==> src/rtl/mwx_pkg.sv <==
// Shared types and constants for the banked memory window selector.
// Assumes a 16-bit logical space and 16-bit bank registers.
package mwx_pkg;

    typedef enum logic [2:0] {
        RGN_CTRL = 3'd0,
        RGN_IRAM = 3'd1,
        RGN_DATA = 3'd2,
        RGN_PROG = 3'd3,
        RGN_HIGH = 3'd4
    } region_t;

    localparam logic [2:0] SEL_PROG_LO = 3'd0;
    localparam logic [2:0] SEL_PROG_HI = 3'd1;
    localparam logic [2:0] SEL_IRQ_LO  = 3'd2;
    localparam logic [2:0] SEL_IRQ_HI  = 3'd3;
    localparam logic [2:0] SEL_DATA_LO = 3'd4;
    localparam logic [2:0] SEL_DATA_HI = 3'd5;
    localparam logic [2:0] SEL_SYS     = 3'd6;

    localparam logic [7:0] SYS_WR_MASK = 8'hFE;
    localparam int         SYS_IRQ_EN_BIT = 1;

    // Keep bit 15 plus (phys_aw - ofs_w) low bits.
    function automatic logic [15:0] bank_mask(input int phys_aw, input int ofs_w);
        logic [15:0] m;
        m = 16'h8000;
        for (int b = 0; b < 15; b++) begin
            if (b < phys_aw - ofs_w) m[b] = 1'b1;
        end
        return m;
    endfunction

endpackage

==> src/rtl/mwx_bank_reg.sv <==
// One 16-bit bank register loaded a byte at a time.
// Assumes LO_SEL and HI_SEL are distinct; bits outside MASK always read 0.
module mwx_bank_reg #(
    parameter logic [15:0] MASK   = 16'hFFFF,
    parameter logic [2:0]  LO_SEL = 3'd0,
    parameter logic [2:0]  HI_SEL = 3'd1
) (
    input  logic        clk,
    input  logic        rst_n,
    input  logic        wr_en,
    input  logic [2:0]  wr_sel,
    input  logic [7:0]  wr_data,
    output logic [15:0] bank_q
);

    // Byte-wise masked load; the other byte holds.
    always_ff @(posedge clk) begin
        if (!rst_n) begin
            bank_q <= '0;
        end else if (wr_en && wr_sel == LO_SEL) begin
            bank_q[7:0] <= wr_data & MASK[7:0];
        end else if (wr_en && wr_sel == HI_SEL) begin
            bank_q[15:8] <= wr_data & MASK[15:8];
        end
    end

endmodule

==> src/rtl/mwx_sys_reg.sv <==
// System control register: holds the interrupt-bank enable.
// Assumes bit 0 is not storable and always reads as 1.
module mwx_sys_reg
    import mwx_pkg::*;
(
    input  logic       clk,
    input  logic       rst_n,
    input  logic       wr_en,
    input  logic [2:0] wr_sel,
    input  logic [7:0] wr_data,
    output logic [7:0] rd_value,
    output logic       irq_bank_en
);

    logic [7:0] sys_q;

    // Masked load of the control byte.
    always_ff @(posedge clk) begin
        if (!rst_n) begin
            sys_q <= '0;
        end else if (wr_en && wr_sel == SEL_SYS) begin
            sys_q <= wr_data & SYS_WR_MASK;
        end
    end

    // Readback forces bit 0; the enable is a single stored bit.
    always_comb begin
        rd_value    = sys_q | 8'h01;
        irq_bank_en = sys_q[SYS_IRQ_EN_BIT];
    end

endmodule

==> src/rtl/mwx_region_dec.sv <==
// Sorts a logical address into one of five fixed regions.
// Assumes the window limits below are fixed by the CPU's memory layout.
module mwx_region_dec
    import mwx_pkg::*;
(
    input  logic [15:0] cpu_addr,
    output region_t     region
);

    // Compare against ascending region limits.
    always_comb begin
        if (cpu_addr < 16'h0080)      region = RGN_CTRL;
        else if (cpu_addr < 16'h2000) region = RGN_IRAM;
        else if (cpu_addr < 16'h4000) region = RGN_DATA;
        else if (cpu_addr < 16'h8000) region = RGN_PROG;
        else                          region = RGN_HIGH;
    end

endmodule

==> src/rtl/mwx_xlate.sv <==
// Picks the bank for the current region and forms the target address.
// Assumes bank numbers arrive already masked and split from their RAM flag.
module mwx_xlate
    import mwx_pkg::*;
#(
    parameter int PHYS_AW    = 26,
    parameter int IRAM_AW    = 15,
    parameter int PROG_OFS_W = 14,
    parameter int DATA_OFS_W = 15,
    localparam int PBW = PHYS_AW - PROG_OFS_W,
    localparam int DBW = PHYS_AW - DATA_OFS_W
) (
    input  region_t              region,
    input  logic [DATA_OFS_W-1:0] ofs,
    input  logic [PBW-1:0]       prog_num,
    input  logic                 prog_to_iram,
    input  logic [PBW-1:0]       irq_num,
    input  logic                 irq_to_iram,
    input  logic [DBW-1:0]       data_num,
    input  logic                 data_to_iram,
    input  logic                 in_service,
    input  logic                 irq_bank_en,
    output logic                 ext_en,
    output logic [PHYS_AW-1:0]   phys_addr,
    output logic                 iram_en,
    output logic [IRAM_AW-1:0]   iram_addr
);

    localparam logic [IRAM_AW-1:0] IRAM_WIN_BASE = IRAM_AW'(16'h4000);

    logic           use_irq;
    logic [PBW-1:0] pwin_num;
    logic           pwin_iram;
    logic [IRAM_AW-1:0] banked_iram;

    // Interrupt bank overrides only with both service flag and enable.
    always_comb begin
        use_irq     = in_service && irq_bank_en;
        pwin_num    = use_irq ? irq_num : prog_num;
        pwin_iram   = use_irq ? irq_to_iram : prog_to_iram;
        banked_iram = IRAM_WIN_BASE | IRAM_AW'(ofs[PROG_OFS_W-1:0]);
    end

    // Route the access per region.
    always_comb begin
        ext_en    = 1'b0;
        iram_en   = 1'b0;
        phys_addr = '0;
        iram_addr = '0;
        unique case (region)
            RGN_IRAM: begin
                iram_en   = 1'b1;
                iram_addr = ofs[IRAM_AW-1:0];
            end
            RGN_DATA: begin
                if (data_to_iram) begin
                    iram_en   = 1'b1;
                    iram_addr = banked_iram;
                end else begin
                    ext_en    = 1'b1;
                    phys_addr = {data_num, ofs[DATA_OFS_W-1:0]};
                end
            end
            RGN_PROG: begin
                if (pwin_iram) begin
                    iram_en   = 1'b1;
                    iram_addr = banked_iram;
                end else begin
                    ext_en    = 1'b1;
                    phys_addr = {pwin_num, ofs[PROG_OFS_W-1:0]};
                end
            end
            default: begin
                ext_en = 1'b0;
            end
        endcase
    end

endmodule

==> src/rtl/mem_window_xlate.sv <==
// Top of the banked memory window selector: bank registers, system
// register, region decode and address formation.
// Assumes PHYS_AW - PROG_OFS_W <= 15 and IRAM_AW = DATA_OFS_W.
module mem_window_xlate
    import mwx_pkg::*;
#(
    parameter int PHYS_AW    = 26,
    parameter int IRAM_AW    = 15,
    parameter int PROG_OFS_W = 14,
    parameter int DATA_OFS_W = 15
) (
    input  logic               clk,
    input  logic               rst_n,
    input  logic               reg_wr_en,
    input  logic [2:0]         reg_sel,
    input  logic [7:0]         reg_wdata,
    output logic [7:0]         reg_rdata,
    input  logic               in_service,
    input  logic [15:0]        cpu_addr,
    output logic [2:0]         win_region,
    output logic               ext_en,
    output logic [PHYS_AW-1:0] phys_addr,
    output logic               iram_en,
    output logic [IRAM_AW-1:0] iram_addr
);

    localparam int NUM_BANKS = 3;
    localparam int BANK_PROG = 0;
    localparam int BANK_IRQ  = 1;
    localparam int BANK_DATA = 2;
    localparam int PBW = PHYS_AW - PROG_OFS_W;
    localparam int DBW = PHYS_AW - DATA_OFS_W;

    logic [15:0] bank_q [NUM_BANKS];
    logic [15:0] prog_bank_q;
    logic [15:0] irq_bank_q;
    logic [15:0] data_bank_q;
    logic [7:0]  sys_rd;
    logic        irq_bank_en;
    region_t     region;

    // One register per bank; the data bank has the wider offset.
    for (genvar g = 0; g < NUM_BANKS; g++) begin : g_bank
        localparam int          OFS_W  = (g == BANK_DATA) ? DATA_OFS_W : PROG_OFS_W;
        localparam logic [15:0] MASK   = bank_mask(PHYS_AW, OFS_W);
        localparam logic [2:0]  LO_SEL = 3'(2 * g);
        localparam logic [2:0]  HI_SEL = 3'(2 * g + 1);
        mwx_bank_reg #(
            .MASK   (MASK),
            .LO_SEL (LO_SEL),
            .HI_SEL (HI_SEL)
        ) u_bank (
            .clk     (clk),
            .rst_n   (rst_n),
            .wr_en   (reg_wr_en),
            .wr_sel  (reg_sel),
            .wr_data (reg_wdata),
            .bank_q  (bank_q[g])
        );
    end

    // Named views of the bank array.
    always_comb begin
        prog_bank_q = bank_q[BANK_PROG];
        irq_bank_q  = bank_q[BANK_IRQ];
        data_bank_q = bank_q[BANK_DATA];
    end

    mwx_sys_reg u_sys (
        .clk         (clk),
        .rst_n       (rst_n),
        .wr_en       (reg_wr_en),
        .wr_sel      (reg_sel),
        .wr_data     (reg_wdata),
        .rd_value    (sys_rd),
        .irq_bank_en (irq_bank_en)
    );

    mwx_region_dec u_dec (
        .cpu_addr (cpu_addr),
        .region   (region)
    );

    mwx_xlate #(
        .PHYS_AW    (PHYS_AW),
        .IRAM_AW    (IRAM_AW),
        .PROG_OFS_W (PROG_OFS_W),
        .DATA_OFS_W (DATA_OFS_W)
    ) u_xlate (
        .region       (region),
        .ofs          (cpu_addr[DATA_OFS_W-1:0]),
        .prog_num     (prog_bank_q[PBW-1:0]),
        .prog_to_iram (prog_bank_q[15]),
        .irq_num      (irq_bank_q[PBW-1:0]),
        .irq_to_iram  (irq_bank_q[15]),
        .data_num     (data_bank_q[DBW-1:0]),
        .data_to_iram (data_bank_q[15]),
        .in_service   (in_service),
        .irq_bank_en  (irq_bank_en),
        .ext_en       (ext_en),
        .phys_addr    (phys_addr),
        .iram_en      (iram_en),
        .iram_addr    (iram_addr)
    );

    // Region code out of the decoder.
    always_comb win_region = region;

    // Byte readback multiplexer.
    always_comb begin
        case (reg_sel)
            SEL_PROG_LO: reg_rdata = prog_bank_q[7:0];
            SEL_PROG_HI: reg_rdata = prog_bank_q[15:8];
            SEL_IRQ_LO:  reg_rdata = irq_bank_q[7:0];
            SEL_IRQ_HI:  reg_rdata = irq_bank_q[15:8];
            SEL_DATA_LO: reg_rdata = data_bank_q[7:0];
            SEL_DATA_HI: reg_rdata = data_bank_q[15:8];
            SEL_SYS:     reg_rdata = sys_rd;
            default:     reg_rdata = 8'h00;
        endcase
    end

endmodule

==> config.mk <==
export PLATFORM = sky130hd
export DESIGN_NAME = mem_window_xlate
export DESIGN_NICKNAME = d
export VERILOG_FILES = /design/src/rtl/mwx_pkg.sv /design/src/rtl/mwx_bank_reg.sv /design/src/rtl/mwx_sys_reg.sv /design/src/rtl/mwx_region_dec.sv /design/src/rtl/mwx_xlate.sv /design/src/rtl/mem_window_xlate.sv
export SDC_FILE = /design/constraint.sdc
export NUM_CORES = 1
export LEC_CHECK = 0
export ABC_AREA = 1
export BUFFER_PORTS_ARGS = -buffer_cell sky130_fd_sc_hd__buf_2
export CORE_ASPECT_RATIO = 0.7
export CORE_MARGIN = 2
export CORE_UTILIZATION = 48
export DETAILED_ROUTE_END_ITERATION = 8
export MAX_ROUTING_LAYER = met4
export PLACE_DENSITY = 0.75
export SETUP_SLACK_MARGIN = 0.5
export SLEW_MARGIN = 20
export SYNTH_ARGS = -nofsm -noshare
export SYNTH_HDL_FRONTEND = slang
export SYNTH_SLANG_ARGS = --single-unit
==> constraint.sdc <==
create_clock -name clk -period 1.4 [get_ports clk]
set_input_delay 0.28 -clock clk [delete_from_list [all_inputs] [get_ports clk]]
set_output_delay 0.28 -clock clk [all_outputs]
set_load 0.01 [all_outputs]
==> impl_metrics.tcl, run 1 <==
set metrics [dict create \
    status "finished, violations left" \
    violations "setup timing" \
    crit_fanout 7 \
    die_y_microns 71.1 \
    required_ns 1.12 \
    clock-sinks 45 \
    crit_arrival_ns 1.49 \
    synthToLayoutAreaGrowth_pct 77.0 \
    placed_cell_area_sq_mm 0.00451 \
    grt_max_degree 26 \
    dp_hpwl_microns 8640 \
    slew_viol_final 0 \
    layout-drive-gt1-share_pct 54.9 \
    viasPerCell 6.05 \
    vias 4481 \
    cts_tree "built" \
    power.density_mw_per_mm2 629 \
    antenna-diode-count 0 \
    worst_pin_slew_ns 0.402 \
    clock_skew_ns 0 \
    whs_path_depth 3 \
    cap_violations 0 \
    worstSkewPairLatency_ns 0.31 \
    syn-num-nets 558 \
    netlist.area_leader.share_pct 29.2 \
    syn_area_sq_mm 0.00309 \
    antenna_found_initial 0 \
    grt_pass1_vias 3926 \
    rsz0062_at_grt "yes" \
    hold_violations 0 \
    grt_pass1_wl_microns 19100 \
    setup_violations 52 \
    worstRegToRegCells 3 \
    ir_drop_mv 0.484 \
    path_clk_slew_ns 0.09 \
    path_class "flip-flop to output port" \
    fillCellCount 339 \
    placedCellCount 711 \
    syn_inst 527 \
    rrSetupSlack_ns 0.51 \
    grtUsageTotal_pct 34.7 \
    relSlewSlack_pct 73.1 \
    start_kind "flip-flop" \
    io_pins 85 \
    drc_errors 0 \
    root_buffer "clkbuf_8" \
    synth.distinct_cells 22 \
    clockBufferDepth 2 \
    die_area_sq_mm 0.00710 \
    numCtsBuffers 5 \
    wl_microns 13900 \
    total_power_mw 3.44 \
    initial_utilization_pct 49.6 \
    antenna_left 0 \
    fin_area_sq_mm 0.00546 \
    core_sq_mm 0.00622 \
    r2r-end "u_sys.sys_q[1]$_SDFFE_PN0P_" \
    routabilityCongestion 0.952 \
    stdcell_count 741 \
    yosysSeqAreaShare_pct 29.2 \
    htreeDepth 2 \
    synthTopCellsByArea "dfxtp_1 (29%), nand2_1 (17%), nand3_1 (15%)" \
    overflow 0 \
    period_share_pct 126 \
    whs_ns 0.259 \
    yosys.area.top_type "dfxtp_1" \
    setup_ws_ns -0.370 \
    num_rows 24 \
    firstDrtPassIters 5 \
    die_w_microns 99.8 \
    min_path_type "primary input to flip-flop" \
    p_leak_nw 2.50 \
    port_buffers 84 \
    synth-warning-count 0 \
    wl_per_cell_microns 18.8 \
    drt_iter0_drc 441 \
    fin_nets 693 \
    hold-path-endpoint "g_bank[2].u_bank.bank_q[5]$_SDFFE_PN0P_" \
    cp-end-kind "output port" \
    max_freq_mhz 565 \
    syn_area_per_cell_sq_um 5.85 \
    r2r-start "u_sys.sys_q[1]$_SDFFE_PN0P_" \
    min_from "reg_wdata[5]" \
    min_period_ns 1.77 \
    place_ws_ns -0.204 \
    synth_seq_cells 45 \
]
worst max-delay path by stage:
stage	from	end	slack, ns	cells after the start
floorplan	cpu_addr[13]	phys_addr[22]	0.05	5
global placement	cpu_addr[14]	phys_addr[10]	-0.15	8
detailed placement	cpu_addr[14]	phys_addr[1]	-0.20	8
CTS	u_sys.sys_q[1]$_SDFFE_PN0P_	phys_addr[2]	-0.34	8
global route	u_sys.sys_q[1]$_SDFFE_PN0P_	phys_addr[14]	-0.43	8
finish	u_sys.sys_q[1]$_SDFFE_PN0P_	phys_addr[14]	-0.37	8
area by class of cell:
class / instances / area [sq um] / area share (%)
Clock buffer: 5 / 68.8 / 1.26
Clock inverter: 3 / 50.0 / 0.916
Inverter: 49 / 248 / 4.54
Multi-Input combinational cell: 402 / 2720 / 49.7
Sequential cell: 45 / 918 / 16.8
Tap cell: 78 / 97.6 / 1.79
Timing Repair Buffer: 159 / 1360 / 25.0
Yosys cell counts (all sizes together):
cell / number
a21boi: 12
a21oi: 23
buf: 16
clkbuf: 16
dfxtp: 45
inv: 49
nand2: 150
nand3: 91
nand4: 15
nor2: 74
nor3: 6
o21ai: 30
flip-flops by register name (all words and copies together) (netlist names):
signal,cells
u_sys.sys_q,7
g_bank.u_bank.bank_q,38
layer usage:
layer / GRT usage (%) / vias to the layer above / routed length (microns)
met1: 45.2 / 2091 / 5280
li1: - / 1987 / -
met3: 7.51 / 64 / 1550
met2: 56.3 / 339 / 6660
met4: 6.70 / 0 / 439
met5: - / - / 0
repair_timing:
action,4_1_cts,5_1_grt
gates cloned,0,2
buffers inserted,8,12
endpoints found under the setup margin,99,98
pin swaps,41,38
hold endpoints to repair,0,0
gates resized for setup,111,80
hold buffers,0,0
worst max-delay path, stage by stage, from the launching register on:
cell,delay [ns]
dfxtp_4,0.40
nand2_4,0.07
nand2_4,0.06
nand2_4,0.06
inv_4,0.08
nand2_4,0.07
buf_12,0.16
a21oi_2,0.12
buf_2,0.15
power by group:
part           total, mW  switching [mW]  internal (mW)
sequential          1.36          0.0385           1.32
combinational       1.02           0.585          0.433
clock               1.06           0.516          0.548
total               3.44            1.14           2.30
per-stage QoR:
step                      util (%)  TNS (ns)
after floorplan                  -         0
after global placement        72.6     -6.13
after detailed placement      72.6     -7.71
after CTS                     81.2    -12.73
after global routing          87.9    -17.34
final                         87.9    -14.10
cells in the final DEF (no fill, tap or decap), types with 2 or more instances in the layout:
cell type / count
clkbuf_8: 5
a21oi_2: 16
inv_4: 2
nor3_2: 3
nor2_4: 11
nand2_1: 84
nand3_4: 3
buf_4: 37
o21ai_1: 10
inv_1: 37
o21ai_2: 17
a21oi_1: 5
buf_12: 14
nand3_1: 56
a21boi_4: 7
nor3_4: 2
clkinvlp_4: 2
nor2_1: 56
dfxtp_1: 33
nand2_2: 43
dfxtp_2: 11
inv_8: 4
buf_6: 34
buf_2: 69
nand3_2: 32
o21ai_4: 3
a21boi_2: 3
a21oi_4: 2
nand4_1: 15
nand2_4: 19
buf_8: 3
nand2_8: 4
nor2_2: 7
inv_2: 3
cells by family (layout without fill, tap and decap cells):
family,count (synthesis),count (layout),synth area share [%]
flops,45,45,29.2
compound gates,65,65,11.5
simple gates,336,337,48.3
buf+inv,81,216,11.0
No activity file was read; power rests on OpenSTA's default activity.
==> inputs of run 2 (changes only) <==
- SETUP_SLACK_MARGIN: 0.5 -> 0.02
==> run 2 against run 1 <==
The run still ends with setup timing left. Clock power fell by 25%. Register-to-register slack got worse by 0.44 ns. Combinational power fell by 17%. First-iteration DRC count rose by 93%. Cell area fell by 13%. Fmax fell by 3.2%. Largest cell class unchanged. Largest power group unchanged. Highest routed layer unchanged.
==> impl_metrics.tcl, run 2 (same netlist as run 1, synthesis figures left out) <==
set metrics [dict create \
    slew_viol_final 0 \
    layout-drive-gt1-share_pct 41.1 \
    viasPerCell 6.12 \
    num_rows 24 \
    grt_max_degree 21 \
    status "finished, violations left" \
    comb_power_share_pct 28.2 \
    layout_commonest_cell "nand2_1" \
    max_freq_mhz 547 \
    root_buffer "clkbuf_8" \
    fin_nets 685 \
    port_buffers 84 \
    hold_violations 0 \
    ir_drop_mv 0.447 \
    initial_utilization_pct 49.6 \
    min_period_ns 1.83 \
    crit_fanout 7 \
    crit_arrival_ns 1.55 \
    io_pins 85 \
    required_ns 1.12 \
    cap_violations 0 \
    firstDrtPassIters 6 \
    setup_ws_ns -0.428 \
    antenna_found_initial 0 \
    violations "setup timing" \
    synthToLayoutAreaGrowth_pct 54.8 \
    clock_skew_ns 0 \
    layout_common_cells "nand2_1 (115), buf_2 (71), nand3_1 (67)" \
    grt_pass1_vias 3552 \
    numCtsBuffers 5 \
    fillCellCount 420 \
    period_share_pct 131 \
    regMostFlops "g_bank.u_bank.bank_q" \
    start_kind "flip-flop" \
    wl_per_cell_microns 18.9 \
    routabilityCongestion 1.03 \
    p_int_mw 2.00 \
    switching_share_pct 33.4 \
    path_clk_slew_ns 0.08 \
    antenna-diode-count 0 \
    cts_hold_buf 0 \
    vias 4484 \
    grtUsageTotal_pct 33.0 \
    rsz0062_at_grt "yes" \
    die_w_microns 99.8 \
    largestRegisters "g_bank.u_bank.bank_q (38), u_sys.sys_q (7)" \
    p_leak_nw 2.25 \
    setup_violations 50 \
    drc_errors 0 \
    whs_ns 0.297 \
    die_area_sq_mm 0.00710 \
    clockBufferDepth 2 \
    p_switching_mw 1.00 \
    largest_reg_flops 38 \
    worstSkewPairLatency_ns 0.30 \
    power.density_mw_per_mm2 628 \
    placedCellCount 711 \
    relSlewSlack_pct 69.3 \
    overflow 0 \
    grt_pass1_wl_microns 17900 \
    antenna_left 0 \
    core_sq_mm 0.00622 \
    power_frac_seq_pct 45.2 \
    stdcell_count 733 \
    worst_pin_slew_ns 0.455 \
    wl_microns 13900 \
    die_y_microns 71.1 \
    clock-sinks 45 \
    drt_iter0_drc 849 \
    min_path_type "primary input to flip-flop" \
    pwr-share-clk_pct 26.6 \
    path_class "flip-flop to output port" \
    place_ws_ns -0.183 \
    dp_hpwl_microns 8150 \
    cts_tree "built" \
    cp-end-kind "output port" \
    htreeDepth 2 \
]
## run 2: cell types whose count changed in the layout (fill, tap and decap cells not counted), moves of 14 or more
cell / before / now
a21oi_2: 16 / 1
nand2_4: 19 / 5
buf_4: 37 / 51
buf_6: 34 / 19
nand2_2: 43 / 29
nand2_1: 84 / 115
nand3_2: 32 / 16
a21oi_1: 5 / 21
o21ai_0: 0 / 16
## run 2: final timing paths
path	start	endpoint	slack [ns]	cells after the start
max	u_sys.sys_q[1]$_SDFFE_PN0P_	phys_addr[12]	-0.43	8
min	reg_wdata[4]	g_bank[0].u_bank.bank_q[4]$_SDFFE_PN0P_	0.30	3
max reg2reg	u_sys.sys_q[1]$_SDFFE_PN0P_	u_sys.sys_q[1]$_SDFFE_PN0P_	0.07	6
min reg2reg	u_sys.sys_q[5]$_SDFFE_PN0P_	u_sys.sys_q[5]$_SDFFE_PN0P_	0.47	2
## run 2: cell type report
type | count | area, sq um | share of cell area, %
Clock buffer | 6 | 72.6 | 1.52
Clock inverter | 2 | 10.0 | 0.210
Sequential cell | 45 | 915 | 19.1
Inverter | 49 | 196 | 4.11
Multi-Input combinational cell | 402 | 2340 | 49.0
Timing Repair Buffer | 151 | 1150 | 24.0
Tap cell | 78 | 97.6 | 2.04
## run 2: metal layers
layer  vias to the layer above  track usage, %  routed length (microns)  part of all wire [%]
met4                         0            7.91                      822                   5.9
met3                       116            8.20                     2020                    15
met2                       422            44.1                     5760                    42
met5                         -               -                        0                     0
li1                       1964               -                        -                     -
met1                      1982            49.5                     5270                    38
## run 2: critical path: stages (launching register included)
cell and delay, ns:
dfxtp_4 0.38, nand2_4 0.07, nand2_4 0.08, nand2_4 0.08
inv_6 0.09, buf_12 0.12, nand2_8 0.09, a21oi_2 0.17
buf_2 0.15
## run 2: per-stage QoR
| stage | util (%) | area, sq um | power [mW] | setup TNS, ns |
|---|---|---|---|---|
| final | 76.9 | 4780 | 3.00 | -16.06 |
| after global routing | 76.9 | 4780 | 3.11 | -17.96 |
| after CTS | 71.9 | 4470 | 2.88 | -11.64 |
| after detailed placement | 64.4 | 4000 | 2.02 | -7.01 |
| after global placement | 64.4 | 4000 | 2.01 | -6.13 |
| after floorplan | - | 3230 | 1.72 | -0.0662 |
## run 2: power groups by stage
stage                     registers (mW)  logic (mW)  clock network [mW]
after floorplan                     1.36       0.352                   0
after global placement              1.38       0.635                   0
after detailed placement            1.38       0.644                   0
after CTS                           1.35       0.739               0.792
after global routing                1.36       0.887               0.864
final                               1.36       0.847               0.799
## run 2: timing repair
item	4_1_cts	5_1_grt
endpoints found under the hold margin	0	0
setup endpoints to repair	52	53
setup buffers	9	4
gates cloned	2	2
resized for setup	78	75
pin swaps	26	34
